[config.mk]
export PLATFORM = sky130hd
export DESIGN_NAME = wiper_regfile
export DESIGN_NICKNAME = d
export VERILOG_FILES = /design/src/rtl/wrc_pkg.sv /design/src/rtl/wiper_busy_timer.sv /design/src/rtl/wiper_ctrl_reg.sv /design/src/rtl/wiper_pair.sv /design/src/rtl/wiper_regfile.sv
export SDC_FILE = /design/constraint.sdc
export NUM_CORES = 1
export LEC_CHECK = 0
export BUFFER_PORTS_ARGS = -buffer_cell sky130_fd_sc_hd__buf_2
export CORE_MARGIN = 10
export CORE_UTILIZATION = 50
export DETAILED_ROUTE_END_ITERATION = 10
export GPL_ROUTABILITY_DRIVEN = 0
export PLACE_DENSITY_LB_ADDON = 0.2
export SKIP_LAST_GASP = 1
export SYNTH_ARGS = -nofsm -noshare
export SYNTH_HDL_FRONTEND = slang
export SYNTH_SLANG_ARGS = --single-unit
[constraint.sdc]
create_clock -name clk -period 2 [get_ports clk]
set_clock_uncertainty 0.1 [all_clocks]
set_input_delay 0.2 -clock clk [delete_from_list [all_inputs] [get_ports clk]]
set_output_delay 0.2 -clock clk [all_outputs]
set_load 0.01 [all_outputs]
[src/rtl/wrc_pkg.sv]
package wrc_pkg;
  localparam int ADDR_W = 2;
  localparam int DATA_W = 8;
  localparam logic [ADDR_W-1:0] ADDR_WIPER = 2'd0;
  localparam logic [ADDR_W-1:0] ADDR_CTRL  = 2'd2;
  localparam int BIT_SEL  = 7;
  localparam int BIT_RUN  = 6;
  localparam int BIT_BUSY = 5;
  typedef struct packed {
    logic sel;
    logic run;
  } ctrl_t;
endpackage

[src/rtl/wiper_busy_timer.sv]
module wiper_busy_timer #(
  parameter int TICKS = 1000000
) (
  input  logic clk,
  input  logic rst,
  input  logic start,
  output logic busy
);
  localparam int CW = (TICKS > 1) ? $clog2(TICKS) : 1;
  localparam logic [CW-1:0] LAST = CW'(TICKS - 1);

  logic [CW-1:0] cnt_q;
  logic          busy_q;

  always_ff @(posedge clk) begin
    if (rst) begin
      cnt_q  <= '0;
      busy_q <= 1'b0;
    end else if (start && !busy_q) begin
      cnt_q  <= LAST;
      busy_q <= 1'b1;
    end else if (busy_q) begin
      if (cnt_q == '0) busy_q <= 1'b0;
      else             cnt_q  <= cnt_q - 1'b1;
    end
  end

  assign busy = busy_q;
endmodule

[src/rtl/wiper_ctrl_reg.sv]
module wiper_ctrl_reg
  import wrc_pkg::*;
(
  input  logic              clk,
  input  logic              rst,
  input  logic              we,
  input  logic [DATA_W-1:0] wdata,
  output ctrl_t             ctrl
);
  ctrl_t ctrl_q;

  always_ff @(posedge clk) begin
    if (rst) begin
      ctrl_q.sel <= 1'b0;
      ctrl_q.run <= 1'b1;
    end else if (we) begin
      ctrl_q.sel <= wdata[BIT_SEL];
      ctrl_q.run <= wdata[BIT_RUN];
    end
  end

  assign ctrl = ctrl_q;
endmodule

[src/rtl/wiper_pair.sv]
module wiper_pair #(
  parameter int WW = 7,
  parameter logic [WW-1:0] NV_DEFAULT = '0
) (
  input  logic          clk,
  input  logic          rst,
  input  logic          wr_en,
  input  logic          stage_en,
  input  logic [WW-1:0] wdata,
  input  logic          commit,
  input  logic          busy,
  output logic          commit_go,
  output logic [WW-1:0] wiper,
  output logic [WW-1:0] stored
);
  logic [WW-1:0] wiper_q;
  logic [WW-1:0] pend_val_q;
  logic          pend_q;
  logic [WW-1:0] nv_q = NV_DEFAULT;

  assign commit_go = commit && pend_q && !busy;

  always_ff @(posedge clk) begin
    if (rst) begin
      wiper_q <= nv_q;
      pend_q  <= 1'b0;
    end else begin
      if (wr_en) wiper_q <= wdata;
      if (stage_en) begin
        pend_q     <= 1'b1;
        pend_val_q <= wdata;
      end else if (commit_go) begin
        pend_q <= 1'b0;
      end
    end
  end

  // the stored cell keeps its content across reset
  always_ff @(posedge clk) begin
    if (commit_go) nv_q <= pend_val_q;
  end

  assign wiper  = wiper_q;
  assign stored = nv_q;
endmodule

[src/rtl/wiper_regfile.sv]
module wiper_regfile
  import wrc_pkg::*;
#(
  parameter int WW = 7,
  parameter int BUSY_TICKS = 1000000,
  parameter logic [WW-1:0] NV_DEFAULT = 7'h40
) (
  input  logic              clk,
  input  logic              rst,
  input  logic              req_valid,
  input  logic              req_write,
  input  logic [ADDR_W-1:0] req_addr,
  input  logic [DATA_W-1:0] req_wdata,
  input  logic              commit,
  input  logic              ext_run,
  output logic              rd_valid,
  output logic [DATA_W-1:0] rd_data,
  output logic [WW-1:0]     wiper_code,
  output logic              nv_busy,
  output logic              shutdown
);
  localparam int PAD = DATA_W - WW;

  ctrl_t         ctrl;
  logic          busy;
  logic          commit_go;
  logic [WW-1:0] wiper;
  logic [WW-1:0] stored;
  logic          wr_ok;
  logic          wr_wiper;
  logic          wr_ctrl;

  assign wr_ok    = req_valid && req_write && !busy;
  assign wr_wiper = wr_ok && (req_addr == ADDR_WIPER);
  assign wr_ctrl  = wr_ok && (req_addr == ADDR_CTRL);

  wiper_ctrl_reg u_ctrl (
    .clk   (clk),
    .rst   (rst),
    .we    (wr_ctrl),
    .wdata (req_wdata),
    .ctrl  (ctrl)
  );

  wiper_pair #(.WW(WW), .NV_DEFAULT(NV_DEFAULT)) u_pair (
    .clk       (clk),
    .rst       (rst),
    .wr_en     (wr_wiper),
    .stage_en  (wr_wiper && !ctrl.sel),
    .wdata     (req_wdata[WW-1:0]),
    .commit    (commit),
    .busy      (busy),
    .commit_go (commit_go),
    .wiper     (wiper),
    .stored    (stored)
  );

  wiper_busy_timer #(.TICKS(BUSY_TICKS)) u_timer (
    .clk   (clk),
    .rst   (rst),
    .start (commit_go),
    .busy  (busy)
  );

  logic [DATA_W-1:0] ctrl_view;
  always_comb begin
    ctrl_view           = '0;
    ctrl_view[BIT_SEL]  = ctrl.sel;
    ctrl_view[BIT_RUN]  = ctrl.run;
    ctrl_view[BIT_BUSY] = busy;
  end

  logic [DATA_W-1:0] rd_mux;
  always_comb begin
    unique case (req_addr)
      ADDR_WIPER: rd_mux = {{PAD{1'b0}}, (ctrl.sel ? wiper : stored)};
      ADDR_CTRL:  rd_mux = ctrl_view;
      default:    rd_mux = '0;
    endcase
  end

  logic              rd_valid_q;
  logic [DATA_W-1:0] rd_data_q;
  logic              shdn_q;

  always_ff @(posedge clk) begin
    if (rst) begin
      rd_valid_q <= 1'b0;
      rd_data_q  <= '0;
      shdn_q     <= 1'b0;
    end else begin
      rd_valid_q <= req_valid && !req_write;
      if (req_valid && !req_write) rd_data_q <= rd_mux;
      shdn_q <= !(ctrl.run || ext_run);
    end
  end

  assign rd_valid   = rd_valid_q;
  assign rd_data    = rd_data_q;
  assign wiper_code = wiper;
  assign nv_busy    = busy;
  assign shutdown   = shdn_q;
endmodule

==> Word-level counts from Yosys, hierarchy flattened <==
Cells that the tools add are included.
{ "word_totals": {"input_bits": 16, "reg_bits": 55, "out_inout_bits": 18, "wordCells": 52} }
{ "classes": {"bitwise": 2, "mux": 12, "n_eq_ne": 2, "reduce_logical": 23, "n_addsub": 1} }
{ "op_table": {"columns": ["op", "n"], "rows": [
  ["20-bit 2-to-1 mux", 3],
  ["7-bit 2-to-1 mux", 3],
  ["20-bit zero test", 1],
  ["20-bit by 1-bit subtractor with 20-bit output (second input constant)", 1],
  ["8-bit one-hot mux with 2 select lines", 1],
  ["1-bit logical AND", 9],
  ["2-bit AND reduction", 3],
  ["2-bit nonzero test", 3],
  ["1-bit 2-to-1 mux", 5],
  ["1-bit zero test", 4],
  ["2-bit == test (second input constant)", 1],
  ["2-bit zero test", 1],
  ["2-bit by 1-bit != test with 1-bit output (second input constant)", 1],
  ["1-bit inverter", 2],
  ["2-bit OR reduction", 1],
  ["1-bit logical OR", 1]
]} }

==> Depth between registers and ports, before layout <==
{ "logic_depth": {"word_depth": 5, "depth_mapped": 7, "depth_no_buf": 7} }

==> Cells and area by module <==
Synthesis repeated with hierarchy kept, for this count alone.
{ "hier_totals": {"cells_unflattened": 213, "area_unflattened_um2": 2449.8} }
{ "modules_own_cells": {"columns": ["module", "area_each_um2", "seq_area_each_um2", "instances", "cells_per_inst"], "rows": [
  ["wiper_busy_timer", 1064.8, 420.4, 1, 118],
  ["wiper_pair", 808.3, 650.6, 1, 37],
  ["wiper_regfile", 508.0, 200.2, 1, 52],
  ["wiper_ctrl_reg", 68.8, 40.0, 1, 6]
]} }

==> Least setup slack after synthesis <==
No wires, ideal clock.
{ "synth_timing": {"path_kind": "reg2reg", "start": "register u_timer.cnt_q[0]", "end": "register u_timer.cnt_q[16]", "path_buffers": 0, "period_less_slack_ps": 2133, "setup_time_ps": 74, "t_arrival_ps": 1959, "slack_ps": -133, "stages_incl_launch_ff": 8, "cell_sequence": "dfxtp_1 -> inv_1 -> ha_1 -> or3b_2 -> nor4_4 -> nand3_1 -> or3_1 -> a31oi_1"} }
{ "synth_between": {"elab_chain_cells": 4, "elab_cells_between_ends": 7, "classes_between": "add/sub (1); eq/ne (1); mux (3); reduce/logical (2)"} }
{ "synth_rtl": {"columns": ["item", "line", "text"], "rows": [
  ["from (decl)", "wiper_busy_timer.sv:12", "logic [CW-1:0] cnt_q;"],
  ["from (signal assigned)", "wiper_busy_timer.sv:24", "else cnt_q <= cnt_q - 1'b1;"],
  ["20-bit by 1-bit subtractor with 20-bit output", "wiper_busy_timer.sv:24", null],
  ["20-bit 2-to-1 mux", "wiper_busy_timer.sv:23", "if (cnt_q == '0) busy_q <= 1'b0;"],
  ["20-bit 2-to-1 mux", "wiper_busy_timer.sv:22", "end else if (busy_q) begin"],
  ["20-bit 2-to-1 mux", "wiper_busy_timer.sv:19", "end else if (start && !busy_q) begin"]
]} }
Parallel ways exist; a longest one is shown, timed or not. The select of a mux whose other input is x is not followed.
A chain may end at the register's enable or synchronous reset.

==> Worst setup path after layout <==
{ "layout_timing": {"start": "register u_timer.cnt_q[1]", "end": "register u_timer.cnt_q[17]"} }
Same word-level chain as after synthesis.

==> impl_metrics.toml <==
[critical_path]
reg2reg_from = "u_timer.cnt_q[1]$_SDFFE_PP0P_"
critPathArrivalTime_ns = 2.18
path_class = "reg2reg"
cp_max_fo = 4
critPathCaptureType = "register"
start_kind = "register"
reg2reg_depth = 5
worstPathRequired_ns = 2.11
r2r-end = "u_timer.cnt_q[17]$_SDFFE_PP0P_"
reg2reg_slack_ns = -0.07

[final_layout]
postLayoutCoreUtil_pct = 68.1
fin_area_um2 = 3050
nNetsFinal = 301
regArea_um2 = 1320
nFillCells = 326
multi_input_area_um2 = 1060
area_delta_synth_final_pct = 29.0
drive_gt1_share_pct = 38.2

[synthesis]
synth_xor_area_share_pct = 2.23
synth_cell_types = 44
yosys.area_share.simple_pct = 19.2
synth-edff-count = 21
synth_ff_type = "dfxtp_1"
synth_top_area_cell = "dfxtp_1"
syn_nets = 227
synth_top_family_by_area = "simple AND/OR/NAND/NOR gates"
synth_adder_area_share_pct = 0.530
synthTopCellsByArea = "dfxtp_1 (29%), edfxtp_1 (27%), mux2_2 (6.7%)"
synth_top_area_share_pct = 28.8
synth_cells = 210
yosysWarningCount = 0
synth_most_common_cell = "dfxtp_1"
synth_compound_area_share_pct = 11.2
syn_avg_cell_area_um2 = 11.2
synthesis.area_um2 = 2360
ys_seq_area_share_pct = 55.5
synth-seq-cells = 55
synth.area.mux_share_pct = 7.95
async_reset_ff_share_pct = 0
yosys-top-cells-count = "dfxtp_1 (34), nor2_1 (24), edfxtp_1 (21), mux2_2 (14)"

[place]
placed_cell_area_um2 = 2760
post-dp-hpwl_mm = 3.86
io_buffers = 33
place_ws_ns = -0.0740

[floorplanning]
initial_core_util_pct = 52.8
die_h_um = 88.7
core_um2 = 4470
rows = 24
pin_count = 34
dieArea_um2 = 7870
die_w_um = 88.7

[route]
vias_per_cell = 5.70
route.detailed.drc = 0
routed_wl_mm = 5.64
wl_per_cell_um = 16.7
via_count = 1928
drt_first_pass_iters = 4
ant_nets = 0
first_iter_violations = 114

[timing]
finalSetupViolCount = 4
worst_pin_slew_ns = 0.651
slew_headroom_pct = 56.5
fin_ws_ns = -0.0750
period_share_pct = 104
grt_setup_unrepaired = "true"
drv_slew = 0
layout_min_cycle_time_ns = 2.07
finalHoldViolCount = 0
fmax_mhz = 482

[power_and_ir_drop]
vdd_drop_max_uv = 445
power_density_nw_per_um2 = 713
p_leak_uw = 0.00117

[min_path]
holdPathStages = 3
min-delay-start = "req_wdata[7]"
whs_endpoint = "u_ctrl.ctrl[1]$_SDFFE_PP0P_"
hp-class = "in2reg"

[global_routing]
grt_max_degree = 23
grt_overflow_total = 0
grt_antenna_before_repair = 0
gr-usage-all-layers_pct = 14.3
grt_pass1_vias = 1800
grt_pass1_wl_mm = 8.83

[clock_network]
cts_buffers = 5
clkTransAtPathRegs_ns = 0.10
root_buffer = "clkbuf_8"
clock_latency_ns = 0.32
htreeDepth = 2
cts.sinks = 55
clock_path_buffers = 2
cts_tree = "yes"

[job]
drv_cap = 0

[outcome]
outcome = "complete, but fails checks"
failed_checks = "negative setup slack"
==> state kept, by name (all words and copies together) (netlist names) <==
name / flops
rd_data: 8
rd_valid: 1
shutdown: 1
u_ctrl.ctrl: 2
u_pair.pend_q: 1
u_pair.pend_val_q: 7
u_pair.stored: 7
u_pair.wiper: 7
u_timer.busy: 1
u_timer.cnt_q: 20
==> area by class of cell <==
class / count / share of cell area [%]
Clock buffer: 6 / 2.38
Inverter: 4 / 0.493
Antenna cell: 1 / 0.0822
Timing Repair Buffer: 75 / 16.4
Multi-Input combinational cell: 143 / 34.7
Tap cell: 52 / 2.14
Clock inverter: 2 / 0.534
Sequential cell: 55 / 43.3
==> metrics by stage <==
stage | cells | total power, uW | setup TNS, ns | hold WS (ns)
6_report | 338 | 2170 | -0.108 | 0.0398
5_1_grt | 337 | 2250 | -1.46 | 0.0760
4_1_cts | 338 | 2170 | -0.0544 | 0.0516
3_5_place_dp | 318 | 1520 | -0.215 | 0.258
3_3_place_gp | 318 | 1510 | -0.0214 | 0.257
2_1_floorplan | 210 | 1390 | -0.0133 | 0.171
==> layer usage <==
| layer | routed length [um] | track usage [%] | part of all wire [%] |
|---|---|---|---|
| met5 | 0 | 0 | 0 |
| met4 | 36 | 3.67 | 0.64 |
| met3 | 280 | 4.14 | 5.0 |
| met2 | 2670 | 22.3 | 47 |
| met1 | 2660 | 19.0 | 47 |
==> worst max path at each step <==
| stage | startpoint | to | slack [ns] | cells after the start |
|---|---|---|---|---|
| final | u_timer.cnt_q[1]$_SDFFE_PP0P_ | u_timer.cnt_q[17]$_SDFFE_PP0P_ | -0.07 | 5 |
| after global routing | u_timer.cnt_q[7]$_SDFFE_PP0P_ | u_timer.cnt_q[18]$_SDFFE_PP0P_ | -0.16 | 5 |
| after CTS | u_timer.cnt_q[0]$_SDFFE_PP0P_ | u_timer.cnt_q[19]$_SDFFE_PP0P_ | -0.02 | 5 |
| after detailed placement | u_timer.cnt_q[6]$_SDFFE_PP0P_ | u_timer.cnt_q[18]$_SDFFE_PP0P_ | -0.07 | 5 |
| after global placement | u_timer.cnt_q[0]$_SDFFE_PP0P_ | u_timer.cnt_q[17]$_SDFFE_PP0P_ | -0.01 | 5 |
| after floorplan | u_timer.cnt_q[0]$_SDFFE_PP0P_ | u_timer.cnt_q[17]$_SDFFE_PP0P_ | -0.007 | 5 |
==> critical path, cell delays in order (launching register included) <==
cell and delay, ns:
dfxtp_2 0.35, or4_4 0.53, or3_4 0.43, nor4_4 0.29
xnor2_1 0.17, a21oi_1 0.09
==> where the power goes <==
| part | leakage, uW | total [uW] | internal [uW] | switching, uW |
|---|---|---|---|---|
| sequential | 0.000472 | 1210 | 1190 | 19.4 |
| clock | 0.0000418 | 630 | 253 | 378 |
| combinational | 0.000656 | 331 | 160 | 171 |
| total | 0.00117 | 2170 | 1600 | 569 |
==> layout by cell type (no fill, tap or decap), drive strengths merged, types with 5 or more instances in the layout <==
master / synthesis / routed
a211oi: 9 / 9
a21oi: 9 / 9
a22oi: 8 / 8
buf: 2 / 67
clkbuf: 6 / 6
dfxtp: 34 / 34
dlygate4sd3: 0 / 8
edfxtp: 21 / 21
inv: 4 / 5
mux2: 14 / 14
nand2: 10 / 10
nand3: 6 / 6
nor2: 24 / 24
nor3: 10 / 10
nor4: 6 / 6
or3: 8 / 8
==> cell families (layout without fill, tap and decap cells) <==
| logic type | Yosys count | in the layout |
|---|---|---|
| AOI/OAI and AO/OA | 38 | 38 |
| and+or+nand+nor | 81 | 81 |
| muxes | 17 | 17 |
| adders and majority gates | 1 | 1 |
| other | 0 | 1 |
| DFF | 55 | 55 |
| buffers and inverters | 12 | 87 |
| xor gates and xnor gates | 6 | 6 |
==> repair_timing <==
| action | in CTS | in global routing |
|---|---|---|
| endpoints found under the setup margin | 4 | 19 |
| pin swaps | 3 | 11 |
| hold buffers | 8 | 0 |
| buffers inserted | 4 | 1 |
| gates resized for setup | 13 | 6 |
| hold endpoints to repair | 8 | 0 |
No activity file was read; power rests on OpenSTA's default activity.
